### config.mk
export PLATFORM = sky130hd
export DESIGN_NAME = eth_linectl
export DESIGN_NICKNAME = d
export VERILOG_FILES = /design/src/rtl/eth_linectl_pkg.sv /design/src/rtl/linectl_reg.sv /design/src/rtl/linectl_gate.sv /design/src/rtl/linectl_phy.sv /design/src/rtl/linectl_wake.sv /design/src/rtl/eth_linectl.sv
export SDC_FILE = /design/constraint.sdc
export NUM_CORES = 1
export LEC_CHECK = 0
export ABC_AREA = 1
export BUFFER_PORTS_ARGS = -buffer_cell sky130_fd_sc_hd__buf_2
export CELL_PAD_IN_SITES_DETAIL_PLACEMENT = 1
export CELL_PAD_IN_SITES_GLOBAL_PLACEMENT = 2
export CORE_AREA = 8 8 80 82
export CTS_BUF_LIST = sky130_fd_sc_hd__clkbuf_4
export DETAILED_ROUTE_END_ITERATION = 10
export DIE_AREA = 0 0 88 90
export PLACE_DENSITY_LB_ADDON = 0.2
export SLEW_MARGIN = 30
export SYNTH_ARGS = -nofsm -noshare
export SYNTH_HDL_FRONTEND = slang
export SYNTH_HIERARCHICAL = 1
export SYNTH_SLANG_ARGS = --single-unit
export TNS_END_PERCENT = 50
### constraint.sdc
create_clock -name clk -period 2 [get_ports clk]
set_input_delay 0.4 -clock clk [delete_from_list [all_inputs] [get_ports clk]]
set_output_delay 0.4 -clock clk [all_outputs]
set_load 0.02 [all_outputs]
### src/rtl/eth_linectl_pkg.sv
package eth_linectl_pkg;
  localparam int CTL_W = 16;
  localparam int ID_W  = 6;
  localparam logic [ID_W-1:0] CTL_ID = 6'b010011;

  localparam int B_RX_ON    = 6;
  localparam int B_TX_ON    = 7;
  localparam int B_AUI_ONLY = 8;
  localparam int B_AUTO_SEL = 9;
  localparam int B_WAKE_IRQ = 10;
  localparam int B_MOD_BO   = 11;
  localparam int B_POL_DIS  = 12;
  localparam int B_DEF_DIS  = 13;
  localparam int B_WAKE_EN  = 15;

  typedef enum logic [1:0] {
    PHY_TP  = 2'b01,
    PHY_AUI = 2'b10
  } phy_sel_e;
endpackage

### src/rtl/linectl_reg.sv
module linectl_reg
  import eth_linectl_pkg::*;
#(
  parameter int ADDR_W = 12,
  parameter logic [ADDR_W-1:0] REG_OFFSET = 12'h112
) (
  input  logic              clk,
  input  logic              rst,
  input  logic [ADDR_W-1:0] reg_addr,
  input  logic              wr_en,
  input  logic [CTL_W-1:0]  wr_data,
  input  logic              rd_en,
  output logic [CTL_W-1:0]  rd_data,
  output logic [CTL_W-1:0]  ctl,
  output logic              wake_clr
);
  logic               hit;
  logic [CTL_W-1:ID_W] bits_q;

  assign hit      = (reg_addr == REG_OFFSET);
  assign ctl      = {bits_q, CTL_ID};
  assign wake_clr = wr_en && hit && !wr_data[B_WAKE_EN];

  always_ff @(posedge clk) begin
    if (rst) begin
      bits_q  <= '0;
      rd_data <= '0;
    end else begin
      if (wr_en && hit) bits_q <= wr_data[CTL_W-1:ID_W];
      rd_data <= (rd_en && hit) ? ctl : '0;
    end
  end
endmodule

### src/rtl/linectl_gate.sv
module linectl_gate (
  input  logic clk,
  input  logic rst,
  input  logic busy,
  input  logic req,
  output logic en
);
  always_ff @(posedge clk) begin
    if (rst)       en <= 1'b0;
    else if (!busy) en <= req;
  end
endmodule

### src/rtl/linectl_phy.sv
module linectl_phy
  import eth_linectl_pkg::*;
(
  input  logic       clk,
  input  logic       rst,
  input  logic       aui_only,
  input  logic       auto_sel,
  input  logic       link_good,
  input  logic       link_test_off,
  output logic [1:0] phy_sel,
  output logic       tp_tx_active
);
  logic use_tp;

  assign use_tp = !aui_only && (!auto_sel || link_good);

  always_ff @(posedge clk) begin
    if (rst) begin
      phy_sel      <= PHY_TP;
      tp_tx_active <= 1'b0;
    end else begin
      phy_sel      <= use_tp ? PHY_TP : PHY_AUI;
      tp_tx_active <= use_tp && (link_good || link_test_off);
    end
  end
endmodule

### src/rtl/linectl_wake.sv
module linectl_wake (
  input  logic clk,
  input  logic rst,
  input  logic wake_en,
  input  logic route_irq,
  input  logic wake_frame,
  input  logic clr,
  output logic pin,
  output logic irq
);
  logic fire;

  assign fire = wake_frame && wake_en;

  always_ff @(posedge clk) begin
    if (rst || clr) begin
      pin <= 1'b0;
      irq <= 1'b0;
    end else if (fire) begin
      pin <= 1'b1;
      if (route_irq) irq <= 1'b1;
    end
  end
endmodule

### src/rtl/eth_linectl.sv
module eth_linectl
  import eth_linectl_pkg::*;
#(
  parameter int ADDR_W = 12,
  parameter logic [ADDR_W-1:0] REG_OFFSET = 12'h112
) (
  input  logic              clk,
  input  logic              rst,
  input  logic [ADDR_W-1:0] reg_addr,
  input  logic              wr_en,
  input  logic [15:0]       wr_data,
  input  logic              rd_en,
  output logic [15:0]       rd_data,
  input  logic              rx_busy,
  input  logic              tx_busy,
  input  logic              link_good,
  input  logic              link_test_off,
  input  logic              wake_frame,
  output logic              rx_enable,
  output logic              tx_enable,
  output logic [1:0]        phy_sel,
  output logic              tp_tx_active,
  output logic              wake_pin,
  output logic              wake_irq,
  output logic              mod_backoff,
  output logic              defer2_dis,
  output logic              pol_corr_dis
);
  localparam int NDIR = 2;

  logic [CTL_W-1:0] ctl;
  logic             wake_clr;
  logic [NDIR-1:0]  dir_busy, dir_req, dir_en;

  linectl_reg #(.ADDR_W(ADDR_W), .REG_OFFSET(REG_OFFSET)) u_reg (
    .clk(clk), .rst(rst), .reg_addr(reg_addr), .wr_en(wr_en),
    .wr_data(wr_data), .rd_en(rd_en), .rd_data(rd_data),
    .ctl(ctl), .wake_clr(wake_clr)
  );

  assign dir_busy = {tx_busy, rx_busy};
  assign dir_req  = {ctl[B_TX_ON], ctl[B_RX_ON]};

  for (genvar g = 0; g < NDIR; g++) begin : g_dir
    linectl_gate u_gate (
      .clk(clk), .rst(rst), .busy(dir_busy[g]), .req(dir_req[g]), .en(dir_en[g])
    );
  end

  assign rx_enable = dir_en[0];
  assign tx_enable = dir_en[1];

  linectl_phy u_phy (
    .clk(clk), .rst(rst), .aui_only(ctl[B_AUI_ONLY]), .auto_sel(ctl[B_AUTO_SEL]),
    .link_good(link_good), .link_test_off(link_test_off),
    .phy_sel(phy_sel), .tp_tx_active(tp_tx_active)
  );

  linectl_wake u_wake (
    .clk(clk), .rst(rst), .wake_en(ctl[B_WAKE_EN]), .route_irq(ctl[B_WAKE_IRQ]),
    .wake_frame(wake_frame), .clr(wake_clr), .pin(wake_pin), .irq(wake_irq)
  );

  assign mod_backoff  = ctl[B_MOD_BO];
  assign defer2_dis   = ctl[B_DEF_DIS];
  assign pol_corr_dis = ctl[B_POL_DIS];
endmodule

# Word level (Yosys, flattened, before mapping)
# Index checks and enable logic that the tools add are counted.
# W data, S select, Z words.
# totals
inputBits,37
ram_bits,0
out_inout_bits,26
mem_bits_ro,0
wordCells,27
ff_bits,33
memories,0
latch_bits,0
# op_classes
add_sub_neg,0
bitwise,1
magnitude_cmp,0
n_div,0
muxes,2
eq_ne,1
n_shift,0
reduce_logical,14
multipliers,0
# op_table
operator,n
$eq A12 B9 Y1 const B,1
$logic_and A1 B1 Y1,6
$mux W5,1
$logic_not A1 Y1,3
$logic_or A1 B1 Y1,3
$mux W2,1
$reduce_and A2 Y1,1
$reduce_or A2 Y1,1
$not A1 Y1,1

# Logic depth before layout (Yosys ltp)
# logic_depth
depth_word,4
depth_mapped,9
mapped_depth_nobuf,8

# Hierarchy
# Netlist, hierarchy kept.
# modules_own_cells
module,cells_per_inst,area_each_um2,seq_area_each_um2,instances
linectl_reg,144,1029.7,420.4,1
linectl_phy,12,101.3,60.1,1
linectl_gate,7,45.0,20.0,2
linectl_wake,13,88.8,40.0,1

# Least setup slack after synthesis
# No wires, ideal clock.
# synth_path
path_kind,input -> register
from,input port reg_addr[7]
to,register u_wake.pin
setup_slack_ps,735
n_path_buf,0
setup_time_ps,110
cell_stages,7
t_required_ps,1890
arrival_time_ps,1155
cell_sequence,or2_2 -> nor3_1 -> nand3_1 -> nor2_1 -> inv_1 -> nand3_1 -> inv_1
# synth_via
elab_chain_len,4
# synth_rtl
item,line_no,source
"start, declared",eth_linectl.sv:9,"input logic [ADDR_W-1:0] reg_addr,"
$eq A12 B9 Y1,linectl_reg.sv:20,assign hit = (reg_addr == REG_OFFSET);
$logic_and A1 B1 Y1 (2 in series),linectl_reg.sv:22,assign wake_clr = wr_en && hit && !wr_data[B_WAKE_EN];
via wake_clr,eth_linectl.sv:32,logic wake_clr;
$logic_or A1 B1 Y1,linectl_wake.sv:16,if (rst || clr) begin
"end signal, assigned",linectl_wake.sv:17,pin <= 1'b0;
"end signal, assigned",linectl_wake.sv:20,pin <= 1'b1;
"end, declared",linectl_wake.sv:8,"output logic pin,"
# The timed path passes the listed nets, and every way through them passes these cells.
# A chain may end at the register's enable or synchronous reset.

==> out/qor.yml <==
synth:
  syn_area_sq_um: 1260
  syn_avg_cell_area_sq_um: 7.17
  ys_warn_count: 6
  syn-instance-count: 176
min_path:
  holdPathStages: 3
  hold_class: "input port to flop"
  hold_end: "u_phy/tp_tx_active$_SDFF_PP0_"
  holdCritStartpoint: "link_test_off"
sta:
  setup_viol: 0
  setup-tns-final_ns: 0
  drv_slew: 0
  min_period_ns: 1.26
  finalHoldViolations: 0
  fmax_ghz: 0.793
  rsz0062_at_grt: "false"
  fin_skew_ns: 0.00833
  whs_ns: 0.300
  fin_crit_sh_pct: 63.1
floorplanning:
  start_util_pct: 24.1
  io_pins: 63
  die_h_microns: 90
  coreArea_sq_um: 5240
  die-area_sq_um: 7920
  fp-row-count: 27
  die_width_microns: 88
drt:
  via_per_inst: 3.68
  vias: 1103
  first_pass_iters: 4
  drc: 0
  routedWlPerCell_microns: 10.5
  ant_nets: 0
  first_iter_violations: 58
  routed_wl_microns: 3140
clocking:
  cts_repair_resize_count: 0
  postCtsSetupBuffers: 0
  cts_tree: "built"
  clk_latency_ns: 0.33
  postCtsHoldBufs: 0
  cts_max_path_buffers: 2
  clkTransAtPathRegs_ns: 0.16
  cts_buffers: 3
  cts_root_buf: "clkbuf_4"
  clock_sinks: 28
  htree_levels: 1
global_route:
  grt_max_degree: 17
  met2_usage_pct: 14.1
  busiest_layer: "met2"
  grt-ovfl-total: 0
  grt_antenna_before_repair: 0
  use_met3_pct: 3.00
  grt_pass1_wl_microns: 5250
  grt_pass1_vias: 1157
  grtUsageTotal_pct: 8.54
  met1_usage_pct: 9.25
critical_path:
  crit_buf_inv: 1
  critPathArrivalTime_ns: 0.86
  worstSetupStartpointType: "flop"
  cpPeakStageDelay_ns: 0.36
  r2r_cells: 4
  r2r-end: "u_reg/bits_q[15]$_SDFFE_PP0P_"
  crit_family: "flip-flops"
  cp-end-kind: "output pin"
  crit_required_ns: 1.60
  critPathKind: "flop to output pin"
  path_cells: "buf_2"
  path_depth: 1
  r2r_slack_ns: 1.31
  worstPathMaxFanout: 3
  worst_path_max_delay_cell: "dfxtp_1"
  r2r-start: "u_reg/bits_q[15]$_SDFFE_PP0P_"
cells_and_area:
  area_growth_pct: 28.4
  final_cell_mix: "53 x buf_2, 48 x inv_1, 34 x nand2_1"
  num_antenna_cells: 0
  final_nets: 266
  drive_above_1_share_pct: 34.2
  final_common_cell: "buf_2"
place:
  gp_congestion: 0.684
  dp_hpwl_microns: 2570
  port-buffer-count: 53
outcome:
  status: "finished, final reports clean"
power:
  leakage_nw: 0.888
  vdd_drop_max_mv: 0.237
  power.density_nw_per_um2: 630
flow_run:
  max_cap_viol_count: 0
through the flow:
step	cell area (sq um)	util [%]	total power, mW	setup WS (ns)	instances
2_1_floorplan	1270	-	0.621	0.735	178
3_3_place_gp	1570	29.9	0.661	0.403	296
3_5_place_dp	1570	29.9	0.662	0.370	296
4_1_cts	1620	30.9	1.05	0.705	300
5_1_grt	1620	30.9	1.08	0.632	300
6_report	1620	30.9	1.02	0.739	300
per-layer routing:
layer,part of all wire (%),up-vias
met4,1.2,0
met1,43,469
met2,49,32
li1,-,600
met5,0,-
met3,7.2,2
state kept, by name, indices dropped and copies added (netlist names):
register and cells:
g_dir.u_gate/en 2, u_phy/phy_sel 2, u_phy/tp_tx_active 1, u_reg/bits_q 10, u_reg/rd_data 11, u_wake/irq 1, u_wake/pin 1
where the power goes:
part	internal [mW]	switching (mW)	total [mW]
registers	0.562	0.00105	0.563
clock network	0.203	0.169	0.372
logic	0.0360	0.0488	0.0848
layout make-up:
cell class	instances	area (sq um)
Fill cell	690	3620
Clock inverter	1	30.0
Timing Repair Buffer	57	295
Inverter	48	180
Tap cell	72	90.1
Clock buffer	3	22.5
Multi-Input combinational cell	91	440
Sequential cell	28	561
worst reg2reg max path, cell delays in order, from the launching register on:
cell,delay [ns]
dfxtp_1,0.38
inv_1,0.07
nand2_1,0.07
nand2_1,0.05
nor2_1,0.08
how the worst max path moves through the flow:
| stage | start | to | slack, ns |
|---|---|---|---|
| after global routing | reg_addr[11] | u_reg/bits_q[9]$_SDFFE_PP0P_ | 0.63 |
| after CTS | u_reg/rd_data[1]$_SDFF_PP0_ | rd_data[4] | 0.71 |
| final | u_reg/rd_data[1]$_SDFF_PP0_ | rd_data[4] | 0.74 |
| after detailed placement | reg_addr[11] | u_reg/rd_data[6]$_SDFF_PP0_ | 0.37 |
| after floorplan | reg_addr[7] | u_wake/pin$_SDFFE_PP0P_ | 0.74 |
| after global placement | reg_addr[11] | u_reg/rd_data[12]$_SDFF_PP0_ | 0.40 |
Note: power is estimated with default switching activity, not from simulation.
